## config.mk

```make
export PLATFORM = sky130hd
export DESIGN_NAME = timer_cascade_trig
export DESIGN_NICKNAME = d
export VERILOG_FILES = /design/src/rtl/ctc_pkg.sv /design/src/rtl/ctc_counter.sv /design/src/rtl/ctc_channel.sv /design/src/rtl/ctc_trig_sel.sv /design/src/rtl/timer_cascade_trig.sv
export SDC_FILE = /design/constraint.sdc
export NUM_CORES = 1
export LEC_CHECK = 0
export CAP_MARGIN = 15
export CELL_PAD_IN_SITES_DETAIL_PLACEMENT = 1
export CELL_PAD_IN_SITES_GLOBAL_PLACEMENT = 1
export CORE_ASPECT_RATIO = 0.75
export CORE_MARGIN = 2
export CORE_UTILIZATION = 29
export DETAILED_ROUTE_END_ITERATION = 8
export PLACE_DENSITY_LB_ADDON = 0.1
export SETUP_SLACK_MARGIN = 0.1
export SLEW_MARGIN = 10
export SYNTH_ARGS = -nofsm -noshare
export SYNTH_HDL_FRONTEND = slang
export SYNTH_SLANG_ARGS = --single-unit
```

## constraint.sdc

```tcl
create_clock -name clk -period 1.65 [get_ports clk]
set_input_delay 0.33 -clock clk [delete_from_list [all_inputs] [get_ports clk]]
set_output_delay 0.33 -clock clk [all_outputs]
set_load 0.05 [all_outputs]
```

## src/rtl/ctc_pkg.sv

```systemverilog
`timescale 1ns/1ps
package ctc_pkg;
    typedef enum logic [2:0] {
        TRG_RST  = 3'd0,
        TRG_EN   = 3'd1,
        TRG_UPD  = 3'd2,
        TRG_CMPP = 3'd3,
        TRG_REF1 = 3'd4,
        TRG_REF2 = 3'd5,
        TRG_RSV6 = 3'd6,
        TRG_RSV7 = 3'd7
    } trg_src_e;

    typedef enum logic {
        CTR_IDLE = 1'b0,
        CTR_RUN  = 1'b1
    } ctr_state_e;

    localparam int EN_BIT   = 0;
    localparam int MODE_LSB = 1;
    localparam int MODE_MSB = 3;
    localparam int DSEL_BIT = 4;
    localparam int UG_BIT   = 0;
    localparam logic CFG_CTRL  = 1'b0;
    localparam logic CFG_EVGEN = 1'b1;
endpackage

```

## src/rtl/ctc_counter.sv

```systemverilog
`timescale 1ns/1ps
module ctc_counter
    import ctc_pkg::*;
#(
    parameter int CNT_W = 16
) (
    input  logic             clk,
    input  logic             rst_n,
    input  logic             run_wr,
    input  logic             run_val,
    input  logic             ug,
    input  logic [CNT_W-1:0] reload,
    output logic [CNT_W-1:0] cnt,
    output logic             run,
    output logic             wrap
);
    ctr_state_e       state_q, state_d;
    logic [CNT_W-1:0] cnt_q;

    // next-state logic: only a control write moves the machine
    always_comb begin
        state_d = state_q;
        unique case (state_q)
            CTR_IDLE: if (run_wr && run_val)  state_d = CTR_RUN;
            CTR_RUN:  if (run_wr && !run_val) state_d = CTR_IDLE;
        endcase
    end

    always_ff @(posedge clk) begin
        if (!rst_n) state_q <= CTR_IDLE;
        else        state_q <= state_d;
    end

    // outputs of the machine
    always_comb begin
        run  = 1'b0;
        wrap = 1'b0;
        unique case (state_q)
            CTR_IDLE: run = 1'b0;
            CTR_RUN: begin
                run  = 1'b1;
                wrap = (cnt_q == reload);
            end
        endcase
    end

    always_ff @(posedge clk) begin
        if (!rst_n)    cnt_q <= '0;
        else if (ug)   cnt_q <= '0;
        else if (run)  cnt_q <= wrap ? '0 : cnt_q + 1'b1;
    end

    assign cnt = cnt_q;
endmodule

```

## src/rtl/ctc_channel.sv

```systemverilog
`timescale 1ns/1ps
module ctc_channel #(
    parameter int CNT_W = 16
) (
    input  logic             clk,
    input  logic             rst_n,
    input  logic [CNT_W-1:0] cnt,
    input  logic             run,
    input  logic [CNT_W-1:0] cmp,
    input  logic             clr,
    input  logic             dsel,
    input  logic             upd,
    output logic             evt,
    output logic             oref,
    output logic             flag,
    output logic             dreq
);
    assign evt  = run && (cnt == cmp);
    assign oref = (cnt < cmp);

    always_ff @(posedge clk) begin
        if (!rst_n)    flag <= 1'b0;
        else if (evt)  flag <= 1'b1;
        else if (clr)  flag <= 1'b0;
    end

    always_ff @(posedge clk) begin
        if (!rst_n) dreq <= 1'b0;
        else        dreq <= dsel ? upd : evt;
    end
endmodule

```

## src/rtl/ctc_trig_sel.sv

```systemverilog
`timescale 1ns/1ps
module ctc_trig_sel
    import ctc_pkg::*;
#(
    parameter int NCH = 2
) (
    input  logic           clk,
    input  logic           rst_n,
    input  trg_src_e       mode,
    input  logic           ug,
    input  logic           run,
    input  logic           upd,
    input  logic [NCH-1:0] evt,
    input  logic [NCH-1:0] oref,
    output logic           trig
);
    logic trig_d;

    always_comb begin
        trig_d = 1'b0;
        unique case (mode)
            TRG_RST:  trig_d = ug;
            TRG_EN:   trig_d = run;
            TRG_UPD:  trig_d = upd;
            TRG_CMPP: trig_d = |evt;
            TRG_REF1: trig_d = oref[0];
            TRG_REF2: trig_d = oref[1];
            TRG_RSV6: trig_d = 1'b0;
            TRG_RSV7: trig_d = 1'b0;
        endcase
    end

    always_ff @(posedge clk) begin
        if (!rst_n) trig <= 1'b0;
        else        trig <= trig_d;
    end
endmodule

```

## src/rtl/timer_cascade_trig.sv

```systemverilog
`timescale 1ns/1ps
module timer_cascade_trig
    import ctc_pkg::*;
#(
    parameter int CNT_W = 16,
    parameter int NCH   = 2,
    parameter int CFG_W = 5
) (
    input  logic                      clk,
    input  logic                      rst_n,
    input  logic                      cfg_we,
    input  logic                      cfg_addr,
    input  logic [CFG_W-1:0]          cfg_wdata,
    input  logic [CNT_W-1:0]          reload_val,
    input  logic [NCH-1:0][CNT_W-1:0] cmp_val,
    input  logic [NCH-1:0]            flag_clr,
    output logic [NCH-1:0]            cmp_flag,
    output logic [NCH-1:0]            dma_req,
    output logic                      trig_out,
    output logic [CNT_W-1:0]          cnt_out
);
    logic             ctl_wr, ug;
    trg_src_e         mode_q;
    logic             sel_q;
    logic [CNT_W-1:0] cnt;
    logic             run, wrap, upd_evt;
    logic [NCH-1:0]   cmp_evt, cmp_ref;

    assign ctl_wr = cfg_we && (cfg_addr == CFG_CTRL);
    assign ug     = cfg_we && (cfg_addr == CFG_EVGEN) && cfg_wdata[UG_BIT];

    always_ff @(posedge clk) begin
        if (!rst_n) begin
            mode_q <= TRG_RST;
            sel_q  <= 1'b0;
        end else if (ctl_wr) begin
            mode_q <= trg_src_e'(cfg_wdata[MODE_MSB:MODE_LSB]);
            sel_q  <= cfg_wdata[DSEL_BIT];
        end
    end

    ctc_counter #(.CNT_W(CNT_W)) u_cnt (
        .clk     (clk),
        .rst_n   (rst_n),
        .run_wr  (ctl_wr),
        .run_val (cfg_wdata[EN_BIT]),
        .ug      (ug),
        .reload  (reload_val),
        .cnt     (cnt),
        .run     (run),
        .wrap    (wrap)
    );

    assign upd_evt = wrap || ug;

    for (genvar i = 0; i < NCH; i++) begin : g_ch
        ctc_channel #(.CNT_W(CNT_W)) u_ch (
            .clk   (clk),
            .rst_n (rst_n),
            .cnt   (cnt),
            .run   (run),
            .cmp   (cmp_val[i]),
            .clr   (flag_clr[i]),
            .dsel  (sel_q),
            .upd   (upd_evt),
            .evt   (cmp_evt[i]),
            .oref  (cmp_ref[i]),
            .flag  (cmp_flag[i]),
            .dreq  (dma_req[i])
        );
    end

    ctc_trig_sel #(.NCH(NCH)) u_trg (
        .clk   (clk),
        .rst_n (rst_n),
        .mode  (mode_q),
        .ug    (ug),
        .run   (run),
        .upd   (upd_evt),
        .evt   (cmp_evt),
        .oref  (cmp_ref),
        .trig  (trig_out)
    );

    assign cnt_out = cnt;
endmodule

```

==> reports/qor.txt <==
POWER AND IR DROP
--------------------------------------------------------------------------------
Cell area power density                                             346.2 nW/um^2
VDD IR max                                                              324.9 uV
Leakage power total                                                  0.001784 uW

DETAILED ROUTING
--------------------------------------------------------------------------------
Total number of vias                                                        2349
Number of routed nets with antenna violations                                  0
Remaining DRCs                                                                 0
Routed length per placed instance                                   17.16 microns
Detailed Route Iter0 Violations                                               60
Detailed-router iteration count before antenna repair                          4
Post-Route WL                                                       8546 microns
Ratio of routed vias to standard cells                                     4.717

STA
--------------------------------------------------------------------------------
Final period util                                                         119.1%
Worst Clk Skew                                                       0.002271 ns
TNS Setup                                                              -2.429 ns
Maximum clock frequency                                                508.7 MHz
Setup repair after global routing missed its margin                         true
Post-layout min period                                                  1.966 ns
Worst rel slew slack                                                      77.75%
Number of hold violations in the final report                                  0
Hold slack                                                             0.4959 ns
Final setup fails                                                             18
Final WS setup                                                        -0.3158 ns
Slew at the pin closest to its max-slew limit                          0.3293 ns
Final Max Slew Viols                                                           0

SYNTHESIS
--------------------------------------------------------------------------------
Flip-flop and latch count after synthesis                                     26
Area contributors post-synth                                        sky130_fd_sc_hd__dfxtp_1 24%, sky130_fd_sc_hd__ha_1 19%, sky130_fd_sc_hd__xor2_1 8.6%
Sequential share of the synthesized area                                  24.34%
Number of enable flip-flop cells after synthesis                               0
Synthesized instance count                                                   263
Top_reg_cell synth                                                  sky130_fd_sc_hd__dfxtp_1
Post-synth top area share                                                 24.34%
Synthesis Warnings                                                             0
Distinct cell type count after synthesis                                      37
Synthesized cell area                                                 2138 sq um
Cell taking the most area after synthesis                           sky130_fd_sc_hd__dfxtp_1
Nets in the synthesized netlist                                              355
Synthesized area per cell                                            8.130 sq um
Ys async rst share                                                            0%

SETUP PATH
--------------------------------------------------------------------------------
Data arrival time at the worst-slack endpoint                            2.19 ns
Cell type group with the largest total delay on the critical path   compound AO/OA/AOI/OAI gates
Cells along the critical path                                       buf_12 -> ha_4 -> nand4_1 -> nor3_4 -> nand3_2 -> a31o_1 -> a221oi_2 -> o311a_1
Required time at the worst-slack endpoint                                1.87 ns
Type of origin of the critical path                                         flop
Kind of end point of the critical path                                      flop
Worst path slowest cell                                             sky130_fd_sc_hd__dfxtp_4
Largest stage delay on the critical path                                 0.37 ns
Worst Path Class, Setup                                             flop to flop
Worst Path Buf+Inv                                                             1
Max FO, Critical Path                                                          3

GRT
--------------------------------------------------------------------------------
Remaining global-route overflow                                                0
Initial antenna violation count                                                0
Number of global-route vias before repair                                   2496
First-pass GRT wire length                                          12590 microns
Largest net degree at the start of global routing                             15
Overall routing resource usage                                            20.18%

FINISH
--------------------------------------------------------------------------------
Reg area                                                             580.6 sq um
Footprint of the multi-input gates                                    2018 sq um
Number of antenna repair diodes                                                0
Nets                                                                         490
Area grow syn2layout                                                      100.8%
Proportion of layout cells with a drive suffix above 1                    48.36%
Count of filler cells inserted in the layout                                 821

PLACED DESIGN
--------------------------------------------------------------------------------
Detail Placement HPWL                                               6097 microns
Setup Slack @ Placement                                               -0.7918 ns
Number of input and output port buffers inserted                              79
Final weighted congestion in routability-driven placement                 0.7637

CTS
--------------------------------------------------------------------------------
H-tree depth                                                                   1
Clock-pin slew on the worst setup and hold paths                         0.09 ns
Maximum clock path buffer count                                                2
Number of buffers added by the clock tree synthesis step                       3
TritonCTS clock tree                                                         yes
Clk sink count                                                                26
Clk Latency, worst-skew pair                                             0.28 ns
Root buffer selected by CTS                                         sky130_fd_sc_hd__clkbuf_8

FLOORPLANNING
--------------------------------------------------------------------------------
Starting density of the core                                              29.58%
Die Wd                                                              103.2 microns
IO Pins                                                                       80
Std-Cell Rows                                                                 27
Area of the core region                                               7229 sq um
Die ar.                                                               8083 sq um
Die boundary height                                                 78.37 microns

OUTCOME
--------------------------------------------------------------------------------
Violated checks                                                     negative setup slack
Run status                                                          finished, violations left

MIN PATH
--------------------------------------------------------------------------------
Min-delay worst type                                                flop to flop

FLOW RUN
--------------------------------------------------------------------------------
Number of maximum-capacitance constraint violations                            0

sequential cells by signal, summed over array words and instances, names as in the netlist, named ones only:
name            cells
u_cnt.cnt          16
mode_q              3
g_ch.u_ch.dreq      2
g_ch.u_ch.flag      2
sel_q               1
u_trg.trig          1
cell usage in the layout, fill, tap and decap left out, types with 3 or more instances in the layout:
master                             n
sky130_fd_sc_hd__buf_4            60
sky130_fd_sc_hd__nand4_1          11
sky130_fd_sc_hd__mux2i_1           5
sky130_fd_sc_hd__clkbuf_8          4
sky130_fd_sc_hd__dlygate4sd2_1    16
sky130_fd_sc_hd__inv_1            15
sky130_fd_sc_hd__o211ai_1          3
sky130_fd_sc_hd__nand3_1           5
sky130_fd_sc_hd__nor2_4           11
sky130_fd_sc_hd__buf_12           14
sky130_fd_sc_hd__xnor2_1           6
sky130_fd_sc_hd__ha_4             26
sky130_fd_sc_hd__nor2_1            7
sky130_fd_sc_hd__dlymetal6s2s_1    3
sky130_fd_sc_hd__buf_6             6
sky130_fd_sc_hd__o21ai_0           3
sky130_fd_sc_hd__dfxtp_1          10
sky130_fd_sc_hd__inv_2            16
sky130_fd_sc_hd__nand2_1          15
sky130_fd_sc_hd__nor2b_1           9
sky130_fd_sc_hd__nand2b_1          4
sky130_fd_sc_hd__xor2_1           20
sky130_fd_sc_hd__o21a_1            3
sky130_fd_sc_hd__nor2_2            7
sky130_fd_sc_hd__dfxtp_4          16
sky130_fd_sc_hd__ha_1              6
sky130_fd_sc_hd__nand3_2           4
sky130_fd_sc_hd__a21oi_1          14
sky130_fd_sc_hd__clkdlybuf4s50_1  39
final timing paths:
path | start | end | slack, ns | depth (start not counted)
setup / recovery | u_cnt.cnt[15] | u_trg.trig | -0.32 | 8
hold reg to reg | g_ch[0].u_ch.flag | g_ch[0].u_ch.flag | 0.50 | 2
setup reg to reg | u_cnt.cnt[15] | u_trg.trig | -0.32 | 8
hold / removal | g_ch[0].u_ch.flag | g_ch[0].u_ch.flag | 0.50 | 2
area by class of cell:
cell class / count / area share (%)
Clock buffer: 4 / 1.282
Tap cell: 101 / 2.943
Sequential cell: 26 / 13.52
Inverter: 32 / 2.855
Multi-Input combinational cell: 196 / 47.00
Timing Repair Buffer: 139 / 32.40
kinds of logic after synthesis:
family                   after synthesis  share of synthesized area [%]
AND/OR/NAND/NOR                       95                          22.76
buffers and inverters                 41                          8.894
AO/OA/AOI/OAI                         33                          10.06
adder cells (fa/ha/maj)               33                          19.31
XOR/XNOR                              30                          12.29
flip-flops                            26                          24.34
multiplexers                           5                          2.341
synthesized netlist by cell type, types with 2 or more instances:
cell type / instances
sky130_fd_sc_hd__mux2i_1: 5
sky130_fd_sc_hd__xnor2_1: 9
sky130_fd_sc_hd__ha_1: 33
sky130_fd_sc_hd__nor4_1: 2
sky130_fd_sc_hd__a21boi_0: 3
sky130_fd_sc_hd__dfxtp_1: 26
sky130_fd_sc_hd__a211oi_1: 2
sky130_fd_sc_hd__nand2b_1: 4
sky130_fd_sc_hd__nor3_1: 3
sky130_fd_sc_hd__o21ai_0: 3
sky130_fd_sc_hd__nand3_1: 10
sky130_fd_sc_hd__nor2b_1: 10
sky130_fd_sc_hd__inv_1: 32
sky130_fd_sc_hd__o211ai_1: 3
sky130_fd_sc_hd__a21oi_1: 15
sky130_fd_sc_hd__nand2_1: 19
sky130_fd_sc_hd__buf_4: 5
sky130_fd_sc_hd__xor2_1: 21
sky130_fd_sc_hd__nand4_1: 11
sky130_fd_sc_hd__nor2_1: 25
sky130_fd_sc_hd__nor3_2: 2
sky130_fd_sc_hd__and3_1: 3
sky130_fd_sc_hd__o21a_1: 3
metrics by stage:
step	cells	cell area [sq um]	total power [uW]	util, %
2_1_floorplan	263	2301	783.1	-
3_3_place_gp	481	3611	992.0	49.95
3_5_place_dp	481	3611	1001	49.95
4_1_cts	497	4018	1444	55.57
5_1_grt	498	4294	1563	59.40
6_report	498	4294	1487	59.40
metal layers:
| metal | GRT usage, % | vias up | routed length, microns |
|---|---|---|---|
| met1 | 26.36 | 1129 | 3902 |
| met2 | 35.00 | 52 | 4284 |
| met3 | 3.918 | 9 | 306 |
| met4 | 2.895 | 0 | 52 |
| li1 | - | 1159 | - |
| met5 | 0 | - | 0 |
what timing repair did:
| action | CTS | global route |
|---|---|---|
| setup endpoints to repair | 19 | 21 |
| hold buffers | 0 | 0 |
| pin swaps | 33 | 27 |
| buffers inserted | 14 | 2 |
| resized for setup | 71 | 55 |
| gates cloned | 0 | 1 |
report_power, final:
group	switching (uW)	total, uW	internal, uW
combinational	186	435	249
sequential	12.6	624	611
clock	214	427	214
total	412	1490	1070
worst reg2reg max path, delay by kind of cell (launching register included):
family	cells	cell delay, ns
DFF	1	0.37
buffers and inverters	1	0.13
adders and majority gates	1	0.26
AOI/OAI and AO/OA	3	0.65
and+or+nand+nor	3	0.51
Note: power is estimated with default switching activity, not from simulation.
